[src/rtl/ldpc_seq_pkg.sv]
package ldpc_seq_pkg;

  typedef enum logic [2:0] {
    S_IDLE  = 3'd0,
    S_RUN   = 3'd1,
    S_DRAIN = 3'd2,
    S_CHECK = 3'd3,
    S_DONE  = 3'd4
  } seq_state_e;

  localparam logic [1:0] CFG_ORDER = 2'd0;
  localparam logic [1:0] CFG_READ  = 2'd1;
  localparam logic [1:0] CFG_WORD  = 2'd2;

  // buffer address: parity of order position above the slot index
  function automatic int unsigned v2c_addr(input int unsigned parity,
                                           input int unsigned slot,
                                           input int unsigned slot_w);
    return ((parity & 1) << slot_w) | slot;
  endfunction

  // outstanding-write counter update
  function automatic int unsigned pend_next(input int unsigned cur,
                                            input bit inc, input bit dec);
    return cur + (inc ? 1 : 0) - (dec ? 1 : 0);
  endfunction

  // end-of-iteration decision
  function automatic bit stop_now(input bit syn, input int unsigned iter,
                                  input int unsigned max_iter);
    return syn || (iter >= max_iter);
  endfunction

endpackage

[src/rtl/ldpc_seq_table.sv]
module ldpc_seq_table
  import ldpc_seq_pkg::*;
#(
  parameter int NUM_LAYERS = 4,
  parameter int DEG        = 3,
  parameter int COL_W      = 3,
  parameter int SHIFT_W    = 5,
  parameter int LAYER_W    = 2,
  parameter int SLOT_W     = 2,
  localparam int CFG_W     = COL_W + SHIFT_W + 1
) (
  input  logic               clk,
  input  logic               rst_n,
  input  logic               cfg_en,
  input  logic [1:0]         cfg_kind,
  input  logic [LAYER_W-1:0] cfg_addr,
  input  logic [SLOT_W-1:0]  cfg_slot,
  input  logic [CFG_W-1:0]   cfg_word,
  input  logic [LAYER_W-1:0] rd_pos,
  input  logic [SLOT_W-1:0]  rd_slot,
  output logic [LAYER_W-1:0] rd_layer,
  output logic [COL_W-1:0]   rd_col,
  output logic [SHIFT_W-1:0] rd_shift,
  output logic               rd_ovl,
  input  logic [LAYER_W-1:0] wr_layer,
  input  logic [SLOT_W-1:0]  wr_kslot,
  output logic [SLOT_W-1:0]  wr_src,
  output logic [COL_W-1:0]   wr_col,
  output logic [SHIFT_W-1:0] wr_shift
);

  logic [LAYER_W-1:0] order_q [NUM_LAYERS];
  logic [COL_W-1:0]   col_q   [NUM_LAYERS][DEG];
  logic [SHIFT_W-1:0] shift_q [NUM_LAYERS][DEG];
  logic               ovl_q   [NUM_LAYERS][DEG];
  logic [SLOT_W-1:0]  perm_q  [NUM_LAYERS][DEG];

  genvar gl, gs;
  generate
    for (gl = 0; gl < NUM_LAYERS; gl++) begin : g_layer
      logic hit_order, hit_layer;
      assign hit_order = cfg_en && (cfg_kind == CFG_ORDER) &&
                         (cfg_addr == LAYER_W'(gl));
      assign hit_layer = cfg_en && (cfg_addr == LAYER_W'(gl));

      always_ff @(posedge clk) begin
        if (!rst_n)         order_q[gl] <= LAYER_W'(gl);
        else if (hit_order) order_q[gl] <= cfg_word[LAYER_W-1:0];
      end

      for (gs = 0; gs < DEG; gs++) begin : g_slot
        logic hit_slot;
        assign hit_slot = hit_layer && (cfg_slot == SLOT_W'(gs));

        always_ff @(posedge clk) begin
          if (!rst_n) begin
            col_q[gl][gs]   <= '0;
            shift_q[gl][gs] <= '0;
            ovl_q[gl][gs]   <= 1'b0;
            perm_q[gl][gs]  <= SLOT_W'(gs);
          end else if (hit_slot) begin
            if (cfg_kind == CFG_READ) begin
              col_q[gl][gs]   <= cfg_word[COL_W-1:0];
              shift_q[gl][gs] <= cfg_word[COL_W +: SHIFT_W];
              ovl_q[gl][gs]   <= cfg_word[COL_W+SHIFT_W];
            end else if (cfg_kind == CFG_WORD) begin
              perm_q[gl][gs]  <= cfg_word[SLOT_W-1:0];
            end
          end
        end
      end
    end
  endgenerate

  always_comb begin
    rd_layer = order_q[rd_pos];
    rd_col   = col_q[rd_layer][rd_slot];
    rd_shift = shift_q[rd_layer][rd_slot];
    rd_ovl   = ovl_q[rd_layer][rd_slot];
    wr_src   = perm_q[wr_layer][wr_kslot];
    wr_col   = col_q[wr_layer][wr_src];
    wr_shift = shift_q[wr_layer][wr_src];
  end

endmodule

[src/rtl/ldpc_seq_dly.sv]
module ldpc_seq_dly #(
  parameter int DEPTH = 3,
  parameter int W     = 5
) (
  input  logic         clk,
  input  logic         rst_n,
  input  logic         in_valid,
  input  logic [W-1:0] in_data,
  output logic         out_valid,
  output logic [W-1:0] out_data
);

  logic [DEPTH-1:0]        v_q;
  logic [DEPTH-1:0][W-1:0] d_q;

  genvar g;
  generate
    for (g = 0; g < DEPTH; g++) begin : g_stage
      if (g == 0) begin : g_head
        always_ff @(posedge clk) begin
          if (!rst_n) begin
            v_q[0] <= 1'b0;
            d_q[0] <= '0;
          end else begin
            v_q[0] <= in_valid;
            d_q[0] <= in_data;
          end
        end
      end else begin : g_tail
        always_ff @(posedge clk) begin
          if (!rst_n) begin
            v_q[g] <= 1'b0;
            d_q[g] <= '0;
          end else begin
            v_q[g] <= v_q[g-1];
            d_q[g] <= d_q[g-1];
          end
        end
      end
    end
  endgenerate

  assign out_valid = v_q[DEPTH-1];
  assign out_data  = d_q[DEPTH-1];

endmodule

[src/rtl/ldpc_seq_hazard.sv]
module ldpc_seq_hazard
  import ldpc_seq_pkg::*;
#(
  parameter int NUM_COLS = 6,
  parameter int COL_W    = 3,
  parameter int PEND_W   = 3
) (
  input  logic             clk,
  input  logic             rst_n,
  input  logic             rd_fire,
  input  logic [COL_W-1:0] rd_col,
  input  logic             wr_fire,
  input  logic [COL_W-1:0] wr_col,
  output logic             conflict,
  output logic             pend_full
);

  logic [NUM_COLS-1:0] busy_v;
  logic [NUM_COLS-1:0] full_v;

  genvar g;
  generate
    for (g = 0; g < NUM_COLS; g++) begin : g_col
      logic [PEND_W-1:0] pend_q;
      logic inc, dec;
      assign inc = rd_fire && (rd_col == COL_W'(g));
      assign dec = wr_fire && (wr_col == COL_W'(g));
      // a same-cycle write-back of this column counts as delivered
      assign busy_v[g] = (pend_q - PEND_W'(dec)) != '0;
      assign full_v[g] = &pend_q;

      always_ff @(posedge clk) begin
        if (!rst_n) pend_q <= '0;
        else        pend_q <= PEND_W'(pend_next(int'(pend_q), inc, dec));
      end
    end
  endgenerate

  always_comb begin
    conflict = 1'b0;
    for (int c = 0; c < NUM_COLS; c++)
      if (rd_fire && (rd_col == COL_W'(c)) && busy_v[c]) conflict = 1'b1;
  end

  assign pend_full = |full_v;

endmodule

[src/rtl/ldpc_layer_seq.sv]
module ldpc_layer_seq
  import ldpc_seq_pkg::*;
#(
  parameter int NUM_LAYERS = 4,
  parameter int DEG        = 3,
  parameter int NUM_COLS   = 6,
  parameter int SHIFT_W    = 5,
  parameter int PIPE_LAT   = 3,
  parameter int MAX_ITER   = 10,
  localparam int LAYER_W   = (NUM_LAYERS > 1) ? $clog2(NUM_LAYERS) : 1,
  localparam int SLOT_W    = (DEG > 1) ? $clog2(DEG) : 1,
  localparam int COL_W     = (NUM_COLS > 1) ? $clog2(NUM_COLS) : 1,
  localparam int ITER_W    = $clog2(MAX_ITER + 1),
  localparam int AW        = SLOT_W + 1,
  localparam int CFG_W     = COL_W + SHIFT_W + 1
) (
  input  logic               clk,
  input  logic               rst_n,
  input  logic               start,
  input  logic               syn_zero,
  input  logic               cfg_we,
  input  logic [1:0]         cfg_kind,
  input  logic [LAYER_W-1:0] cfg_addr,
  input  logic [SLOT_W-1:0]  cfg_slot,
  input  logic [CFG_W-1:0]   cfg_word,
  output logic               rd_valid,
  output logic [LAYER_W-1:0] rd_layer,
  output logic [COL_W-1:0]   rd_col,
  output logic [SHIFT_W-1:0] rd_shift,
  output logic               rd_ovl,
  output logic               rd_conflict,
  output logic [AW-1:0]      v2c_wr_addr,
  output logic               wr_valid,
  output logic [COL_W-1:0]   wr_col,
  output logic [SHIFT_W-1:0] wr_shift,
  output logic [AW-1:0]      v2c_rd_addr,
  output logic               iter_end,
  output logic [ITER_W-1:0]  iter_cnt,
  output logic               done
);

  localparam int PEND_W  = $clog2(PIPE_LAT + 2);
  localparam int DRAIN_W = (PIPE_LAT > 1) ? $clog2(PIPE_LAT) : 1;
  localparam int DLY_W   = 1 + LAYER_W + SLOT_W;

  seq_state_e         state_q;
  logic [LAYER_W-1:0] pos_q;
  logic [SLOT_W-1:0]  slot_q;
  logic [ITER_W-1:0]  iter_q;
  logic [DRAIN_W-1:0] drain_q;

  // named internal events
  logic ev_idle, ev_go, ev_slot_last, ev_pos_last, ev_drain_last, ev_stop;
  logic pend_full;

  assign ev_idle       = (state_q == S_IDLE) || (state_q == S_DONE);
  assign ev_go         = start && ev_idle;
  assign ev_slot_last  = (slot_q == SLOT_W'(DEG - 1));
  assign ev_pos_last   = (pos_q == LAYER_W'(NUM_LAYERS - 1));
  assign ev_drain_last = (drain_q == '0);
  assign ev_stop       = stop_now(syn_zero, int'(iter_q), MAX_ITER);

  always_ff @(posedge clk) begin
    if (!rst_n) begin
      state_q <= S_IDLE;
      pos_q   <= '0;
      slot_q  <= '0;
      iter_q  <= '0;
      drain_q <= '0;
    end else begin
      case (state_q)
        S_IDLE, S_DONE: begin
          if (ev_go) begin
            state_q <= S_RUN;
            pos_q   <= '0;
            slot_q  <= '0;
            iter_q  <= ITER_W'(1);
          end
        end
        S_RUN: begin
          if (ev_slot_last) begin
            slot_q <= '0;
            if (ev_pos_last) begin
              pos_q   <= '0;
              state_q <= S_DRAIN;
              drain_q <= DRAIN_W'(PIPE_LAT - 1);
            end else begin
              pos_q <= pos_q + 1'b1;
            end
          end else begin
            slot_q <= slot_q + 1'b1;
          end
        end
        S_DRAIN: begin
          if (ev_drain_last) state_q <= S_CHECK;
          else               drain_q <= drain_q - 1'b1;
        end
        S_CHECK: begin
          if (ev_stop) begin
            state_q <= S_DONE;
          end else begin
            state_q <= S_RUN;
            iter_q  <= iter_q + 1'b1;
          end
        end
        default: state_q <= S_IDLE;
      endcase
    end
  end

  assign rd_valid = (state_q == S_RUN);
  assign iter_end = (state_q == S_CHECK);
  assign done     = (state_q == S_DONE);
  assign iter_cnt = iter_q;

  // schedule storage
  logic [LAYER_W-1:0] wr_layer;
  logic [SLOT_W-1:0]  wr_kslot, wr_src;
  logic               wr_par;

  ldpc_seq_table #(
    .NUM_LAYERS(NUM_LAYERS), .DEG(DEG), .COL_W(COL_W),
    .SHIFT_W(SHIFT_W), .LAYER_W(LAYER_W), .SLOT_W(SLOT_W)
  ) u_table (
    .clk      (clk),
    .rst_n    (rst_n),
    .cfg_en   (cfg_we && ev_idle),
    .cfg_kind (cfg_kind),
    .cfg_addr (cfg_addr),
    .cfg_slot (cfg_slot),
    .cfg_word (cfg_word),
    .rd_pos   (pos_q),
    .rd_slot  (slot_q),
    .rd_layer (rd_layer),
    .rd_col   (rd_col),
    .rd_shift (rd_shift),
    .rd_ovl   (rd_ovl),
    .wr_layer (wr_layer),
    .wr_kslot (wr_kslot),
    .wr_src   (wr_src),
    .wr_col   (wr_col),
    .wr_shift (wr_shift)
  );

  // read-to-write-back delay line
  logic [DLY_W-1:0] dly_in, dly_out;
  assign dly_in = {pos_q[0], rd_layer, slot_q};

  ldpc_seq_dly #(.DEPTH(PIPE_LAT), .W(DLY_W)) u_dly (
    .clk       (clk),
    .rst_n     (rst_n),
    .in_valid  (rd_valid),
    .in_data   (dly_in),
    .out_valid (wr_valid),
    .out_data  (dly_out)
  );

  assign {wr_par, wr_layer, wr_kslot} = dly_out;

  assign v2c_wr_addr = AW'(v2c_addr(int'(pos_q[0]), int'(slot_q), SLOT_W));
  assign v2c_rd_addr = AW'(v2c_addr(int'(wr_par), int'(wr_src), SLOT_W));

  // outstanding write-back tracking
  ldpc_seq_hazard #(.NUM_COLS(NUM_COLS), .COL_W(COL_W), .PEND_W(PEND_W)) u_hazard (
    .clk       (clk),
    .rst_n     (rst_n),
    .rd_fire   (rd_valid),
    .rd_col    (rd_col),
    .wr_fire   (wr_valid),
    .wr_col    (wr_col),
    .conflict  (rd_conflict),
    .pend_full (pend_full)
  );

endmodule

[config.mk]
export PLATFORM = sky130hd
export DESIGN_NAME = ldpc_layer_seq
export DESIGN_NICKNAME = d
export VERILOG_FILES = /design/src/rtl/ldpc_seq_pkg.sv /design/src/rtl/ldpc_seq_table.sv /design/src/rtl/ldpc_seq_dly.sv /design/src/rtl/ldpc_seq_hazard.sv /design/src/rtl/ldpc_layer_seq.sv
export SDC_FILE = /design/constraint.sdc
export NUM_CORES = 1
export LEC_CHECK = 0
export BUFFER_PORTS_ARGS = -buffer_cell sky130_fd_sc_hd__buf_2
export CORE_AREA = 5 5 141 143
export CTS_BUF_LIST = sky130_fd_sc_hd__clkbuf_16
export DETAILED_ROUTE_END_ITERATION = 7
export DIE_AREA = 0 0 146 148
export PLACE_DENSITY_LB_ADDON = 0.25
export REMOVE_ABC_BUFFERS = 1
export SLEW_MARGIN = 20
export SYNTH_ARGS = -nofsm -noshare
export SYNTH_HDL_FRONTEND = slang
export SYNTH_SLANG_ARGS = --single-unit
export TNS_END_PERCENT = 100
[constraint.sdc]
create_clock -name clk -period 8.15 [get_ports clk]
set_clock_uncertainty 0.2 [all_clocks]
set_input_delay 0.815 -clock clk [delete_from_list [all_inputs] [get_ports clk]]
set_output_delay 0.815 -clock clk [all_outputs]
set_load 0.01 [all_outputs]
# Word level (Yosys, flattened, before mapping)
# Memories as Yosys holds them, arrays and structs flattened. A register that Yosys moved wholly into a read port is not among the register bits.
# Cells that the tools add are included.
totals:
  ram_bits: 140
  memories: 5
  elab_cells: 399
  input_bits: 20
  rom_bits: 0
  out_inout_bits: 34
  latchBits: 0
  register_bits: 49
classes:
  multipliers: 0
  n_div: 0
  eq_ne: 29
  n_addsub: 22
  reduce_logical: 65
  shift: 0
  magnitude_cmp: 4
  n_bitwise: 57
  mux: 200
mem_list:
  columns: ["name", "depth", "word_bits", "rd", "rd_clocked_by_memory_dff", "write_ports", "line_no", "rtl"]
  rows:
  - ["u_table.shift_q", 4, 15, 2, 1, 4, "ldpc_seq_table.sv:34", "logic [SHIFT_W-1:0] shift_q [NUM_LAYERS][DEG];"]
  - ["u_table.col_q", 4, 9, 2, 1, 4, "ldpc_seq_table.sv:33", "logic [COL_W-1:0] col_q [NUM_LAYERS][DEG];"]
  - ["u_table.perm_q", 4, 6, 1, 1, 4, "ldpc_seq_table.sv:36", "logic [SLOT_W-1:0] perm_q [NUM_LAYERS][DEG];"]
  - ["u_table.ovl_q", 4, 3, 1, 0, 4, "ldpc_seq_table.sv:35", "logic ovl_q [NUM_LAYERS][DEG];"]
  - ["u_table.order_q", 4, 2, 1, 1, 4, "ldpc_seq_table.sv:32", "logic [LAYER_W-1:0] order_q [NUM_LAYERS];"]
ops:
  columns: ["cell", "n"]
  rows:
  - ["1-bit 2-to-1 mux", 120]
  - ["5-bit 2-to-1 mux", 16]
  - ["3-bit 2-to-1 mux", 21]
  - ["2-bit 2-to-1 mux", 30]
  - ["1-bit OR", 52]
  - ["1-bit logical AND", 41]
  - ["5-bit binary-select mux with 2-bit select", 2]
  - ["3-bit adder", 6]
  - ["3-bit by 2-bit == test with 1-bit output (second input constant)", 6]
  - ["3-bit nonzero test", 6]
  - ["3-bit by 1-bit subtractor with 3-bit output", 6]
  - ["3-bit subtractor", 6]
  - ["3-bit == test (second input constant)", 5]
  - ["3-bit binary-select mux with 2-bit select", 2]
  - ["2-bit == test (second input constant)", 6]
  - ["2-bit inequality test (second input constant)", 6]
  - ["2-bit one-hot mux with 2 select lines", 3]
  - ["3-bit one-hot mux with 4 select lines", 1]
  - ["3-bit by 1-bit == test with 1-bit output (second input constant)", 3]
  - ["3-bit >= comparator (second input constant)", 3]
  - ["3-bit logical NOT", 3]
  - ["2-bit inverter with 3-bit output", 3]
  - ["2-bit logical NOT", 4]
  - ["4-bit 2-to-1 mux", 2]
  - ["15 further kinds", 24]

# Logic depth before layout (Yosys ltp)
depth:
  ltp_word: 19
  depth_mapped: 19
  mapped_depth_nobuf: 17

# Cells and area by module
# Synthesis repeated with hierarchy kept, for this count alone.
unflattened:
  hier_cells: 821
  hier_area_um2: 10013.4
by_module_without_submodules:
  columns: ["module", "n_inst", "cells_per_inst", "seq_area_each_um2", "area_each_um2"]
  rows:
  - ["ldpc_seq_table", 1, 567, 4194.0, 7458.4]
  - ["ldpc_seq_hazard", 1, 128, 360.3, 1263.7]
  - ["ldpc_layer_seq", 1, 84, 260.2, 752.0]
  - ["ldpc_seq_dly", 1, 42, 360.3, 539.3]

# Worst setup path after synthesis
# No wires, ideal clock.
synth_timing:
  kind: "reg-to-output"
  startpoint: "reg u_dly.out_data[2] (netlist name)"
  endpoint: "out rd_conflict"
  required_time_ns: 7.135
  n_path_buf: 1
  path_stages_with_launch: 16
  slack_ns: 4.078
  arrival_ns: 3.057
  cell_sequence: "dfxtp_1 -> buf_4 -> mux4_2 -> nand2b_1 -> a31oi_4 -> inv_2 -> mux2i_1 -> a2bb2oi_2 -> inv_2 -> nor3_1 -> ha_1 -> ha_1 -> xor2_1 -> o311a_1 -> a31oi_1 -> o21ai_1"
synth_rtl:
  columns: ["element", "line_no", "rtl"]
  rows:
  - ["to (decl)", "ldpc_layer_seq.sv:31", "output logic rd_conflict,"]

==> key figures <==
Global route
  • Global-route wire length before repair: between 30,000 and 40,000 um
  • GR Overflow Total: 0
  • Vias in the first global route: 6,286
  • Initial antenna violation count: 0
  • Largest net degree at the start of global routing: 87
  • Global Route Usage Sum: 20.9%

Critical path
  • R2R cell count: 14
  • WP buf/inv: 2
  • Required time worst endpoint: 7.13 ns
  • Setup CP Type: reg -> out
  • Type of origin of the critical path: flip-flop
  • CP delay by family, top: compound AO/OA/AOI/OAI gates
  • Levels on crit path: 14
  • Crit-path max FO: 32
  • Slowest CP cell: dfxtp_4
  • Element type at the critical path end: primary output
  • CP dominant cell by count: ha_1
  • Worst-path cell chain: mux2i_1 -> a221o_1 -> a21oi_2 -> and2_1 -> a2bb2oi_2 -> inv_2 -> nor2_1 -> ha_1 -> ha_1 -> nand2_1 -> or3_1 -> a31oi_1 -> o21ai_1 -> buf_2
  • Critical path's largest stage delay: between 0.7 and 0.8 ns
  • Critical Path AT: between 4 and 5 ns

Routing
  • Per-cell routed wire length: ~20 um
  • DRT iter0 DRCs: 600
  • Initial DRT Pass Iterations: 5
  • DRC: 0
  • Detailed Route WL: ~22,000 um
  • Via-per-instance ratio: between 5 and 6
  • Final ANT Viol Nets: 0
  • Via Count: between 6,000 and 7,000

Run
  • Max cap viols: 0

Die
  • Row count: 50
  • IO Pins: between 50 and 60
  • Die X: 146 um
  • Core region area: 18,500 um2
  • Initial cell density of the core: approximately 54%
  • Die Area: 21,600 um2
  • DIE HEIGHT: around 150 um

Clocking
  • CTS tree: built
  • CTS max path bufs: 2
  • Post CTS Setup Buffer Count: 0
  • CTS root buf: clkbuf_16
  • Cts hold-fix bufs: 0
  • Clock sinks: about 190
  • Num CTS Buffers: 17
  • Worst skew pair latency: between 0.4 and 0.5 ns
  • H-tree depth: 4
  • Clk slew on worst S/H paths: around 0.070 ns
  • Cells resized by post-CTS repair: 0

Final layout
  • Antenna Cells: 0
  • Final #Nets: slightly below 900
  • Layout cells sized above 1: 20.3%
  • Most common cell after layout, fill and taps aside: and2_1
  • Design Area, Final: around 11,000 um2
  • Area Growth Syn to Fin: 11.0%
  • Commonest cells after routing, fill and taps aside: and2_1, edfxtp_1, mux4_2

Worst hold path
  • Hold Path Class: reg -> reg
  • Hold depth: 1

Synthesis
  • Area leader, netlist: edfxtp_1
  • Mux contribution to synthesized area: ~15%
  • Post-synth EDFFs: between 100 and 150
  • Compound-Gate Fraction of Synth Area: under 10%
  • Share of the synthesized area in the top cell type: a little over two fifths
  • Post-synthesis sequential area ratio: a little over half
  • Ys flop type: edfxtp_1
  • Library cells used by synthesis: 61
  • Yosys warns: 0
  • Synth top area cells: edfxtp_1, mux4_2, dfxtp_1
  • Post-synthesis async set-or-reset flop share: 0%
  • Post-Synth XOR/XNOR Area: under 10%
  • Syn Area/Cell: 12.7 um2
  • Largest family of logic cells by synthesized area: simple AND/OR/NAND/NOR gates
  • Seq cells post-synth: 191
  • Adder-Cell Fraction of Synth Area: about 4.3%
  • Synth Cell Area: 9890 um2
  • Simple-Gate Fraction of Synth Area: roughly 17%
  • Gate Count Post-Synth: ~800

Power
  • Pleak: between 0.004 and 0.005 uW
  • Peak supply drop: 133 uV
  • Pwr/cell area: between 150 and 200 nW/um2
  • Power Total: between 2000 and 2500 uW

Placement
  • DP HPWL: 15,400 um
  • Place WS: ~2.8 ns
  • Placed Area: ~10,000 um2
  • Port bufs: between 50 and 60
  • Placer Congestion: 0.889

STA
  • Final min period: about 5.4 ns
  • Worst slew pin tran: 1.04 ns
  • Worst hold slack: between 0.2 and 0.25 ns
  • Fin. max-slew vios: 0
  • Setup TNS: 0 ns
  • Final Hold Vio Count: 0
  • Max_slew headroom: around 30%
  • Setup violations, final: 0
  • Tcrit/Tclk final: about two thirds
  • Unrepaired setup endpoints after global routing: no
  • Final setup margin: approximately 2.7 ns
  • Max Freq: between 150 and 200 MHz

Status
  • Status: completed
## registers in the layout, summed over array words and instances, names as in the netlist, 3 cells and up, named ones only
register               count
u_table.ovl_q             12
u_dly.out_data             5
u_dly.d_q                 10
iter_cnt                   4
state_q                    3
u_table.perm_q            24
u_hazard.g_col.pend_q     18
u_table.shift_q           60
u_table.order_q            8
u_table.col_q             36
## per-stage QoR
step           std cells  utilization [%]
3_3_place_gp        1038             56.1
3_5_place_dp        1038             56.1
4_1_cts             1070             59.5
5_1_grt             1070             59.5
2_1_floorplan        737                -
6_report            1070             59.5
## routing by layer
layer  routed length, um  vias up  track usage (%)
met5                   0        -                0
met4                 413        0             6.21
met3                1080       34             3.65
met2               10800      181             35.5
met1                9190     3082             27.9
li1                    -     2888                -
## cells in the mapped netlist (all sizes together) (3+ instances only)
cell and instances:
a21oi 6, a22oi 3, a31oi 3, and2 144
buf 14, clkbuf 27, dfxtp 52, edfxtp 139
fa 6, ha 24, inv 35, mux2i 22
mux4 57, nand2 39, nand2b 9, nand3 11
nand4 7, nor2 50, nor2b 21, nor3 5
nor3b 6, o211a 3, o21a 3, o21ai 38
o2bb2ai 5, or3 7, xnor2 17
## worst paths after layout
| kind | from | end | slack (ns) |
|---|---|---|---|
| max | u_dly.out_data[2]$_SDFF_PN0_ | rd_conflict | 2.74 |
| min | u_dly.v_q[0]$_SDFF_PN0_ | u_dly.v_q[1]$_SDFF_PN0_ | 0.23 |
| max reg2reg | u_dly.out_data[2]$_SDFF_PN0_ | u_hazard.g_col[3].pend_q[2]$_SDFF_PN0_ | 3.67 |
| min reg2reg | u_dly.v_q[0]$_SDFF_PN0_ | u_dly.v_q[1]$_SDFF_PN0_ | 0.23 |
## area by class of cell
cell class,count,area [um2]
Fill cell,1443,7470
Sequential cell,191,5220
Multi-Input combinational cell,510,4350
Clock buffer,17,425
Timing Repair Buffer,67,370
Tap cell,234,293
Clock inverter,15,190
Inverter,36,135
## cells by family (layout without fill, tap and decap cells)
logic type	count (synthesis)	in the layout
XOR/XNOR	19	19
AO/OA/AOI/OAI	77	77
buffers and inverters	77	135
multiplexers	79	79
AND/OR/NAND/NOR	305	305
adder cells (fa/ha/maj)	30	30
flip-flops	191	191
## power breakdown
part	total (uW)	switching, uW	internal (uW)
sequential	1090	17.7	1070
combinational	192	115	77.4
clock	870	400	470
Power figures use the tool's default switching activity.
